`config.mk`:
```
export PLATFORM = sky130hd
export DESIGN_NAME = dma_bnd_engine
export DESIGN_NICKNAME = d
export VERILOG_FILES = /design/src/rtl/dma_bnd_pkg.sv /design/src/rtl/dma_bnd_fifo.sv /design/src/rtl/dma_bnd_burst_calc.sv /design/src/rtl/dma_bnd_status.sv /design/src/rtl/dma_bnd_engine.sv
export SDC_FILE = /design/constraint.sdc
export NUM_CORES = 1
export LEC_CHECK = 0
export ABC_AREA = 1
export BUFFER_PORTS_ARGS = -buffer_cell sky130_fd_sc_hd__buf_2
export CAP_MARGIN = 30
export CORE_MARGIN = 2
export CORE_UTILIZATION = 50
export DETAILED_ROUTE_END_ITERATION = 10
export PLACE_DENSITY_LB_ADDON = 0.2
export SETUP_SLACK_MARGIN = 0.02
export SLEW_MARGIN = 15
export SYNTH_ARGS = -nofsm -noshare
export SYNTH_HDL_FRONTEND = slang
export SYNTH_SLANG_ARGS = --single-unit
```
`constraint.sdc`:
```
create_clock -name clk -period 7.3 [get_ports clk]
set_clock_uncertainty 0.1 [all_clocks]
set_input_delay 0.365 -clock clk [delete_from_list [all_inputs] [get_ports clk]]
set_output_delay 0.365 -clock clk [all_outputs]
set_load 0.01 [all_outputs]
```
`src/rtl/dma_bnd_pkg.sv`:
```
package dma_bnd_pkg;

  typedef enum logic [2:0] {
    ST_IDLE,
    ST_CALC,
    ST_CMD,
    ST_DATA,
    ST_RESP,
    ST_PAUSE
  } eng_state_e;

  localparam int STS_W    = 3;
  localparam int STS_DONE = 0;
  localparam int STS_BND  = 1;
  localparam int STS_ERR  = 2;

endpackage

```
`src/rtl/dma_bnd_fifo.sv`:
```
module dma_bnd_fifo #(
  parameter int DATA_W = 32,
  parameter int DEPTH  = 16
) (
  input  logic              clk,
  input  logic              rst,
  input  logic              flush,
  input  logic              wr_en,
  input  logic [DATA_W-1:0] wr_data,
  input  logic              rd_en,
  output logic [DATA_W-1:0] rd_data,
  output logic              full,
  output logic              empty
);
  localparam int PTR_W = $clog2(DEPTH);
  localparam int CNT_W = PTR_W + 1;

  logic [DATA_W-1:0] mem [DEPTH];
  logic [PTR_W-1:0]  wr_ptr, rd_ptr;
  logic [CNT_W-1:0]  fill;

  // storage without reset so it maps onto RAM
  always_ff @(posedge clk) begin
    if (wr_en) mem[wr_ptr] <= wr_data;
  end

  assign rd_data = mem[rd_ptr];

  always_ff @(posedge clk) begin
    if (rst || flush) begin
      wr_ptr <= '0;
      rd_ptr <= '0;
      fill   <= '0;
    end else begin
      if (wr_en) wr_ptr <= wr_ptr + 1'b1;
      if (rd_en) rd_ptr <= rd_ptr + 1'b1;
      case ({wr_en, rd_en})
        2'b10:   fill <= fill + 1'b1;
        2'b01:   fill <= fill - 1'b1;
        default: fill <= fill;
      endcase
    end
  end

  assign full  = (fill == CNT_W'(DEPTH));
  assign empty = (fill == '0);

endmodule

```
`src/rtl/dma_bnd_burst_calc.sv`:
```
module dma_bnd_burst_calc #(
  parameter int OFF_W      = 20,
  parameter int LEN_W      = 5,
  parameter int BLKW_W     = 12,
  parameter int SEL_W      = 3,
  parameter int MIN_SHIFT  = 12,
  parameter int BEAT_SHIFT = 2
) (
  input  logic [OFF_W-1:0]  addr_lo,
  input  logic [BLKW_W-1:0] words_left,
  input  logic [LEN_W-1:0]  burst_cfg,
  input  logic [SEL_W-1:0]  bound_sel,
  output logic [LEN_W-1:0]  beats,
  output logic              at_bnd
);
  localparam int CMP_W = ((OFF_W > BLKW_W) ? OFF_W : BLKW_W) + LEN_W;

  logic [OFF_W-1:0] page_bytes;
  logic [OFF_W-1:0] page_off;
  logic [OFF_W-1:0] room_words;
  logic [CMP_W-1:0] pick_a, pick_b, pick_c;

  always_comb begin
    page_bytes = OFF_W'(1) << MIN_SHIFT;
    page_bytes = page_bytes << bound_sel;
    page_off   = addr_lo & (page_bytes - 1'b1);
    room_words = (page_bytes - page_off) >> BEAT_SHIFT;
    at_bnd     = (page_off == '0);

    pick_a = (burst_cfg == '0) ? CMP_W'(1) : CMP_W'(burst_cfg);
    pick_b = (CMP_W'(words_left) < pick_a) ? CMP_W'(words_left) : pick_a;
    pick_c = (CMP_W'(room_words) < pick_b) ? CMP_W'(room_words) : pick_b;
    beats  = LEN_W'(pick_c);
  end

endmodule

```
`src/rtl/dma_bnd_status.sv`:
```
module dma_bnd_status #(
  parameter int STS_W = 3
) (
  input  logic             clk,
  input  logic             rst,
  input  logic [STS_W-1:0] set,
  input  logic [STS_W-1:0] clr,
  output logic [STS_W-1:0] sts,
  output logic             irq
);
  logic [STS_W-1:0] sts_nxt;

  // a fresh event outranks a clear of the same bit
  assign sts_nxt = (sts & ~clr) | set;

  always_ff @(posedge clk) begin
    if (rst) begin
      sts <= '0;
      irq <= 1'b0;
    end else begin
      sts <= sts_nxt;
      irq <= |sts_nxt;
    end
  end

endmodule

```
`src/rtl/dma_bnd_engine.sv`:
```
module dma_bnd_engine
  import dma_bnd_pkg::*;
#(
  parameter int ADDR_W     = 32,
  parameter int DATA_W     = 32,
  parameter int FIFO_DEPTH = 16,
  parameter int LEN_W      = 5,
  parameter int BLKW_W     = 12,
  parameter int BLKC_W     = 16,
  parameter int SEL_W      = 3,
  parameter int MIN_SHIFT  = 12
) (
  input  logic              clk,
  input  logic              rst,
  input  logic              data_rst,
  input  logic              buf_in_valid,
  input  logic [DATA_W-1:0] buf_in_data,
  output logic              buf_in_ready,
  input  logic [ADDR_W-1:0] cfg_sys_addr,
  input  logic [BLKW_W-1:0] cfg_blk_words,
  input  logic [BLKC_W-1:0] cfg_blk_cnt,
  input  logic [LEN_W-1:0]  cfg_burst,
  input  logic [SEL_W-1:0]  cfg_bound_sel,
  input  logic              start,
  input  logic              addr_load,
  input  logic [2:0]        sts_clr,
  output logic              bus_req,
  output logic [ADDR_W-1:0] bus_addr,
  output logic [LEN_W-1:0]  bus_beats,
  input  logic              bus_gnt,
  output logic              bus_wvalid,
  output logic [DATA_W-1:0] bus_wdata,
  input  logic              bus_wready,
  input  logic              bus_done,
  input  logic              bus_err,
  output logic [2:0]        sts,
  output logic              irq,
  output logic              busy,
  output logic [ADDR_W-1:0] err_blk_addr
);
  localparam int BEAT_BYTES = DATA_W / 8;
  localparam int BEAT_SHIFT = $clog2(BEAT_BYTES);
  localparam int OFF_W      = MIN_SHIFT + (1 << SEL_W);

  eng_state_e        state_q;
  logic [ADDR_W-1:0] addr_q, blk_start_q, err_addr_q;
  logic [BLKW_W-1:0] words_left_q, blk_words_q;
  logic [BLKC_W-1:0] blks_left_q;
  logic [LEN_W-1:0]  beats_left_q, cur_len_q;
  logic              lock_q;

  logic              fifo_full, fifo_empty, push, beat_fire;
  logic [LEN_W-1:0]  calc_beats;
  logic              calc_at_bnd;
  logic              resp_ok, resp_bad, blk_end, last_blk, finish;
  logic [STS_W-1:0]  sts_set;

  // buffer
  assign push = buf_in_valid && buf_in_ready;

  dma_bnd_fifo #(
    .DATA_W (DATA_W),
    .DEPTH  (FIFO_DEPTH)
  ) u_fifo (
    .clk     (clk),
    .rst     (rst),
    .flush   (data_rst),
    .wr_en   (push),
    .wr_data (buf_in_data),
    .rd_en   (beat_fire),
    .rd_data (bus_wdata),
    .full    (fifo_full),
    .empty   (fifo_empty)
  );

  assign buf_in_ready = !fifo_full && !lock_q;

  // burst sizing
  dma_bnd_burst_calc #(
    .OFF_W      (OFF_W),
    .LEN_W      (LEN_W),
    .BLKW_W     (BLKW_W),
    .SEL_W      (SEL_W),
    .MIN_SHIFT  (MIN_SHIFT),
    .BEAT_SHIFT (BEAT_SHIFT)
  ) u_calc (
    .addr_lo    (addr_q[OFF_W-1:0]),
    .words_left (words_left_q),
    .burst_cfg  (cfg_burst),
    .bound_sel  (cfg_bound_sel),
    .beats      (calc_beats),
    .at_bnd     (calc_at_bnd)
  );

  // handshakes
  assign beat_fire = (state_q == ST_DATA) && !fifo_empty && bus_wready;
  assign resp_ok   = (state_q == ST_RESP) && bus_done && !bus_err && !data_rst;
  assign resp_bad  = (state_q == ST_RESP) && bus_done &&  bus_err && !data_rst;
  assign blk_end   = (words_left_q == '0);
  assign last_blk  = (blks_left_q <= BLKC_W'(1));
  assign finish    = blk_end && last_blk;

  // sequencer
  always_ff @(posedge clk) begin
    if (rst || data_rst) begin
      state_q      <= ST_IDLE;
      lock_q       <= 1'b0;
      addr_q       <= '0;
      blk_start_q  <= '0;
      words_left_q <= '0;
      blk_words_q  <= '0;
      blks_left_q  <= '0;
      beats_left_q <= '0;
      cur_len_q    <= '0;
    end else begin
      case (state_q)
        ST_IDLE: begin
          if (start && !lock_q) begin
            addr_q       <= cfg_sys_addr;
            blk_start_q  <= cfg_sys_addr;
            words_left_q <= cfg_blk_words;
            blk_words_q  <= cfg_blk_words;
            blks_left_q  <= cfg_blk_cnt;
            state_q      <= ST_CALC;
          end
        end
        ST_CALC: begin
          cur_len_q    <= calc_beats;
          beats_left_q <= calc_beats;
          state_q      <= ST_CMD;
        end
        ST_CMD: begin
          if (bus_gnt) state_q <= ST_DATA;
        end
        ST_DATA: begin
          if (beat_fire) begin
            addr_q       <= addr_q + ADDR_W'(BEAT_BYTES);
            words_left_q <= words_left_q - 1'b1;
            beats_left_q <= beats_left_q - 1'b1;
            if (beats_left_q == LEN_W'(1)) state_q <= ST_RESP;
          end
        end
        ST_RESP: begin
          if (resp_bad) begin
            lock_q  <= 1'b1;
            state_q <= ST_IDLE;
          end else if (resp_ok) begin
            if (finish) begin
              state_q <= ST_IDLE;
            end else begin
              if (blk_end) begin
                blks_left_q  <= blks_left_q - 1'b1;
                words_left_q <= blk_words_q;
                blk_start_q  <= addr_q;
              end
              state_q <= calc_at_bnd ? ST_PAUSE : ST_CALC;
            end
          end
        end
        ST_PAUSE: begin
          if (addr_load) begin
            addr_q <= cfg_sys_addr;
            if (words_left_q == blk_words_q) blk_start_q <= cfg_sys_addr;
            state_q <= ST_CALC;
          end
        end
        default: state_q <= ST_IDLE;
      endcase
    end
  end

  // failed-block address survives a data reset
  always_ff @(posedge clk) begin
    if (rst) err_addr_q <= '0;
    else if (resp_bad) err_addr_q <= blk_start_q;
  end

  // status
  always_comb begin
    sts_set           = '0;
    sts_set[STS_DONE] = resp_ok && finish;
    sts_set[STS_BND]  = resp_ok && !finish && calc_at_bnd;
    sts_set[STS_ERR]  = resp_bad;
  end

  dma_bnd_status #(
    .STS_W (STS_W)
  ) u_status (
    .clk (clk),
    .rst (rst),
    .set (sts_set),
    .clr (sts_clr),
    .sts (sts),
    .irq (irq)
  );

  assign bus_req      = (state_q == ST_CMD);
  assign bus_addr     = addr_q;
  assign bus_beats    = cur_len_q;
  assign bus_wvalid   = (state_q == ST_DATA) && !fifo_empty;
  assign busy         = (state_q != ST_IDLE);
  assign err_blk_addr = err_addr_q;

endmodule

```
After elaboration in Yosys (flattened, before gate mapping)
Memories as Yosys holds them, arrays and structs flattened. A register that Yosys moved wholly into a read port is not among the register bits.
Index checks and enable logic that the tools add are counted.
{"block": "classes", "n_reduce_logical": 42, "eq_ne": 21, "n_div": 0, "n_mul": 0, "mux": 44, "addsub": 10, "shift": 1, "magnitude_cmp": 3, "bitwise": 4}
{"operator": "two-way mux 32 bit", "count": 9}
{"operator": "case mux 32 bit (3 select lines)", "count": 2}
{"operator": "two-way mux 12 bit", "count": 7}
{"operator": "two-way mux 16 bit", "count": 5}
{"operator": "case mux 12 bit (3 select lines)", "count": 1}
{"operator": "adder 32 x 3 -> 32 bit, second input constant", "count": 1}
{"operator": "case mux 16 bit (2 select lines)", "count": 1}
{"operator": "two-way mux 3 bit", "count": 9}
{"operator": "less-than comparator 12 x 25 -> 1 bit", "count": 1}
{"operator": "less-than comparator 18 x 25 -> 1 bit", "count": 1}
{"operator": "AND 20 bit", "count": 1}
{"operator": "zero test 20 bit", "count": 1}
{"operator": "case mux 5 bit (2 select lines)", "count": 2}
{"operator": "left shift 13 x 3 -> 20 bit, first input constant", "count": 1}
{"operator": "subtractor 20 x 1 -> 20 bit, second input constant", "count": 1}
{"operator": "subtractor 20 bit", "count": 1}
{"operator": "case mux 3 bit (6 select lines)", "count": 1}
{"operator": "<= comparator 16 x 1 -> 1 bit, second input constant", "count": 1}
{"operator": "subtractor 16 x 1 -> 16 bit, second input constant", "count": 1}
{"operator": "two-way mux 5 bit", "count": 3}
{"operator": "logical AND 1 bit", "count": 14}
{"operator": "!= test 2 bit, second input constant", "count": 7}
{"operator": "equality test 12 bit", "count": 1}
{"operator": "zero test 12 bit", "count": 1}
{"operator": "30 further kinds", "count": 52}
{"block": "totals", "ff_bits": 167, "inputBits": 113, "latch_bits": 0, "n_memories": 1, "wordCells": 141, "rom_bits": 0, "mem_bits_rw": 512}
{"memory": "u_fifo.mem", "depth": 16, "word_bits": 32, "rd": 1, "rd_clocked_by_memory_dff": 1, "write_ports": 1, "line_no": "dma_bnd_fifo.sv:18", "text": "logic [DATA_W-1:0] mem [DEPTH];"}

Logic depth before layout (Yosys ltp)
{"block": "logic_depth", "ltp_word": 9, "ltp_mapped": 25, "mapped_depth_nobuf": 25}

By module
Synthesis repeated with hierarchy kept, for this count alone.
{"block": "unflattened", "hier_cells": 3385, "hier_area_um2": 31784.2}
{"module": "dma_bnd_fifo", "area_each_um2": 21832.2, "cells_each": 1745, "instances": 1}
{"module": "dma_bnd_engine", "area_each_um2": 8429.3, "cells_each": 1359, "instances": 1}
{"module": "dma_bnd_burst_calc", "area_each_um2": 1353.8, "cells_each": 257, "instances": 1}
{"module": "dma_bnd_status", "area_each_um2": 168.9, "cells_each": 24, "instances": 1}

Worst setup path before layout
Ideal clock, no wire load.
{"block": "synth_path", "path_kind": "input port to flip-flop", "startpoint": "input cfg_bound_sel[2]", "endpoint": "register beats_left_q[4]", "slack_ns": 4.333, "path_stages": 20, "setup_time_ns": 0.131, "required_time_ns": 7.069, "t_arrival_ns": 2.736, "path_buffers": 1, "cell_sequence": "buf_6 -> nor3_1 -> inv_1 -> ha_1 -> inv_1 -> nand2_1 -> ha_1 -> xor2_1 -> ha_1 -> inv_1 -> nor2_1 -> nor2_1 -> and2_1 -> nand3_2 -> nor2_4 -> nand2_2 -> nand2_1 -> nand3_1 -> nand2_1 -> a21oi_2"}
{"block": "synth_via", "elab_chain_len": 7}
{"item": "from (decl)", "line_no": "dma_bnd_engine.sv:23", "text": "input logic [SEL_W-1:0] cfg_bound_sel,"}
{"item": "left shift 13 x 3 -> 20 bit *", "line_no": "dma_bnd_burst_calc.sv:25", "text": "page_bytes = page_bytes << bound_sel;"}
{"item": "subtractor 20 x 1 -> 20 bit", "line_no": "dma_bnd_burst_calc.sv:26", "text": "page_off = addr_lo & (page_bytes - 1'b1);"}
{"item": "AND 20 bit", "line_no": "dma_bnd_burst_calc.sv:26"}
{"item": "subtractor 20 bit *", "line_no": "dma_bnd_burst_calc.sv:27", "text": "room_words = (page_bytes - page_off) >> BEAT_SHIFT;"}
{"item": "less-than comparator 18 x 25 -> 1 bit", "line_no": "dma_bnd_burst_calc.sv:32", "text": "pick_c = (CMP_W'(room_words) < pick_b) ? CMP_W'(room_words) : pick_b;"}
{"item": "two-way mux 5 bit *", "line_no": "dma_bnd_burst_calc.sv:32"}
{"item": "case mux 5 bit (2 select lines) *", "line_no": "dma_bnd_engine.sv:116", "text": "case (state_q)"}
{"item": "to (signal assigned)", "line_no": "dma_bnd_engine.sv:129", "text": "beats_left_q <= calc_beats;"}
{"item": "to (signal assigned)", "line_no": "dma_bnd_engine.sv:139", "text": "beats_left_q <= beats_left_q - 1'b1;"}
{"item": "to (decl)", "line_no": "dma_bnd_engine.sv:49", "text": "logic [LEN_W-1:0] beats_left_q, cur_len_q;"}
Every way passes the cells marked *; elsewhere a longest branch is shown, timed or not.
A chain may end at the register's enable or synchronous reset.

Worst setup path after layout
{"block": "layout_path", "startpoint": "register state_q[0]", "endpoint": "register blks_left_q[2]"}
{"block": "layout_via", "elab_chain_len": 6, "elab_cells_between_ends": 15, "cone_classes": "eq/ne: 6; mux: 1; reduce/logical: 8"}
{"item": "from (decl)", "line_no": "dma_bnd_engine.sv:45", "text": "eng_state_e state_q;"}
{"item": "from (signal assigned)", "line_no": "dma_bnd_engine.sv:156", "text": "state_q <= calc_at_bnd ? ST_PAUSE : ST_CALC;"}
{"item": "equality test 3 bit", "line_no": "dma_bnd_engine.sv:97, dma_bnd_engine.sv:98, dma_bnd_engine.sv:116"}
{"item": "logical AND 1 bit", "line_no": "dma_bnd_engine.sv:97, dma_bnd_engine.sv:98"}
{"item": "logical AND 1 bit, on equally long branches (2 in series)", "line_no": "dma_bnd_engine.sv:98, dma_bnd_engine.sv:97"}
{"item": "!= test 2 bit (no source line)"}
{"item": "AND reduction 6 bit (no source line)"}
{"item": "to (signal assigned)", "line_no": "dma_bnd_engine.sv:123", "text": "blks_left_q <= cfg_blk_cnt;"}
{"item": "to (signal assigned)", "line_no": "dma_bnd_engine.sv:152", "text": "blks_left_q <= blks_left_q - 1'b1;"}
{"item": "to (decl)", "line_no": "dma_bnd_engine.sv:48", "text": "logic [BLKC_W-1:0] blks_left_q;"}
Several ways; a longest one is shown, not always the timed one.

==> results.json <==
{
  "grt_max_degree": 234,
  "io_pins": 222,
  "syn_avg_cell_area_um2": 10.7,
  "cts_setup_buffers": 0,
  "ys_async_sr_fraction_pct": 0,
  "crit_slowest_cell": "dlygate4sd3_1",
  "hp-class": "in2reg",
  "max-vdd-ir-drop_uv": 186,
  "drc": 0,
  "vias": 22324,
  "top_layer": "met5",
  "setup-tns-final_ps": 0,
  "worstMarginPinSlew_ps": 1210,
  "rsz0062_at_grt": "false",
  "postRouteAntennaNets": 0,
  "ys_types": 57,
  "dpl-instance-area_um2": 32100,
  "path_cells": "nor2_1 -> inv_2 -> nor2_4 -> buf_4 -> nand2_1 -> nor2_2 -> nand2_1 -> buf_4 -> inv_2 -> nor2_1 -> nand3_1 -> inv_1 -> o21ai_0 -> a21oi_1 -> dlygate4sd3_1",
  "path_clk_slew_ps": 60,
  "netlist_area_um2": 30300,
  "cts_max_level": 3,
  "die_x_um": 250,
  "cp_top_family": "buffers and inverters",
  "synth_top_area_share_pct": 50.7,
  "synth-adder-area-share_pct": 1.51,
  "setup_viol_count_final": 0,
  "synth-seq-area-share_pct": 62.0,
  "synth_xor_area_share_pct": 1.30,
  "fin_util_pct": 58.7,
  "end_kind": "register",
  "grt_pass1_wl_mm": 121,
  "max_slew_margin_pct": 19.1,
  "clk_latency_ps": 620,
  "hold_viol": 0,
  "synth_area_leaders": "edfxtp_1 51%, dfxtp_1 11%, o21ai_0 5.1%, mux2i_1 4.2%, nand2_1 3.8%",
  "met2_length_mm": 38.3,
  "io_buffers": 221,
  "required_ps": 7680,
  "layout_commonest_cell": "edfxtp_1",
  "ys_seq_elements": 683,
  "drtIter0Drc": 1946,
  "avgRoutedWirePerCell_um": 20.0,
  "ys.flop_type": "edfxtp_1",
  "yosys.area.top_type": "edfxtp_1",
  "ctsLongestPathBuffers": 3,
  "grt_pass1_vias": 21384,
  "postLayoutCellArea_um2": 35300,
  "core_region_area_um2": 60100,
  "hpwl_mm": 44.2,
  "route.met3.wl_mm": 5.13,
  "start_util_pct": 50.4,
  "cts.sinks": 683,
  "gp_congestion": 0.934,
  "whs_ps": 33.2,
  "drtPass1Iterations": 6,
  "rows": 90,
  "synth_compound_area_share_pct": 14.4,
  "worstSetupPathType": "reg2reg",
  "cts_made_buffers": 74,
  "clockRootBuffer": "clkbuf_16",
  "maxCapViolCount": 0,
  "dieArea_um2": 62600,
  "grt-ovfl-total": 0,
  "synth_top_family_by_area": "compound AO/OA/AOI/OAI gates",
  "power_density_nw_per_um2": 243,
  "syn2layout_area_growth_pct": 16.5,
  "crit_buf_inv": 6,
  "worstPathMaxFanout": 35,
  "synth-simple-area-share_pct": 10.6,
  "cts.repair.resized": 0,
  "finalCriticalPeriod_ps": 4930,
  "cts_tree": "done",
  "yosys_warnings": 0,
  "synthCells": 2841,
  "drive_gt1_share_pct": 14.0,
  "synth_mux_area_share_pct": 4.23,
  "met1Wirelength_mm": 33.2,
  "critPathMaxStageDelay_ps": 600,
  "routed_via_density": 5.68,
  "synth_edf_count": 512,
  "p_total_mw": 8.58,
  "arrival_ps": 5310,
  "startpoint_type": "register",
  "final_nets": 3244,
  "status": "finished, final reports clean",
  "leakagePower_nw": 13.1,
  "die_y_um": 250,
  "wl_mm": 78.8,
  "layout_common_cells": "512 x edfxtp_1, 308 x o21ai_0, 307 x nand2_1, 269 x inv_1, 221 x buf_2",
  "drv_slew": 0,
  "fmax_ghz": 0.203,
  "finalCritPeriodShare_pct": 67.6,
  "grt_usage_pct": 24.9,
  "antenna_found_initial": 3
}
## Yosys cell counts (2+ instances only)
master,n
edfxtp_1,512
o21ai_0,308
nand2_1,307
inv_1,270
nor2_1,230
a21oi_1,209
dfxtp_1,171
o211ai_1,135
mux2i_1,128
clkbuf_1,116
nand3_1,106
a31oi_1,52
xor2_1,38
ha_1,35
buf_2,31
inv_2,19
nand4_1,19
nor3_1,19
a211oi_1,15
buf_1,10
nand3_2,9
nor2_4,9
o22ai_1,9
nor2_2,8
nor4_1,7
xnor2_1,7
nand2_2,6
o221ai_1,6
buf_6,5
a21oi_2,3
a221oi_1,3
nor3_2,3
o21ai_1,3
or2_2,3
a22oi_1,2
a311oi_1,2
nand4_2,2
nor4b_1,2
o21bai_1,2
o31ai_1,2
o32ai_1,2
## metrics by stage
stage | setup WS (ps) | cells
after floorplan | 4330 | 2847
after global routing | 1910 | 3932
after global placement | 3170 | 3715
final | 2370 | 3933
after detailed placement | 2970 | 3716
after CTS | 2450 | 3927
## worst paths after layout
check	start	slack [ps]	depth (start not counted)	endpoint
setup / recovery	state_q[0]	2370	15	blks_left_q[2]
hold reg to reg	err_blk_addr[23]	380	2	err_blk_addr[23]
hold / removal	buf_in_data[14]	30	1	u_fifo.mem[12][14]
setup reg to reg	state_q[0]	2370	15	blks_left_q[2]
## report_power, final
part,internal (mW),switching [mW],total (mW)
logic,0.250,0.464,0.714
registers,4.23,0.0581,4.29
clock network,2.08,1.50,3.58
## cell families after synthesis
family	Yosys count
AOI/OAI and AO/OA	760
xor gates and xnor gates	45
adders and majority gates	36
buffers and inverters	454
DFF	683
muxes	128
other	1
and+or+nand+nor	734
## layer usage
metal | global-route usage [%] | up-vias
li1 | - | 10592
met1 | 33.0 | 10804
met2 | 41.5 | 763
met3 | 4.43 | 163
met4 | 8.31 | 2
met5 | 0 | -
## final cells by class
| cell class | instances | area [um^2] |
|---|---|---|
| timing repair buffer | 335 | 2250 |
| multi-input combinational | 1710 | 9880 |
| clock inverter | 34 | 293 |
| inverter | 291 | 1100 |
| antenna | 2 | 5.00 |
| sequential | 683 | 18800 |
| fill | 4929 | 24800 |
| tap | 782 | 978 |
| clock buffer | 96 | 2000 |
## repair_timing
action / CTS / global route
endpoints found under the hold margin: 335 / 0
endpoints found under the setup margin: 0 / 0
hold buffers: 81 / 0
## flip-flops by register name, indices dropped and copies added (netlist names), named ones only
signal / count
u_fifo.mem: 512
blk_start_q: 32
bus_addr: 32
err_blk_addr: 32
blks_left_q: 16
blk_words_q: 12
words_left_q: 12
beats_left_q: 5
bus_beats: 5
u_fifo.fill: 5
u_fifo.rd_ptr: 4
u_fifo.wr_ptr: 4
state_q: 3
u_status.sts: 3
lock_q: 1
u_status.irq: 1
No activity file was read; power rests on OpenSTA's default activity.
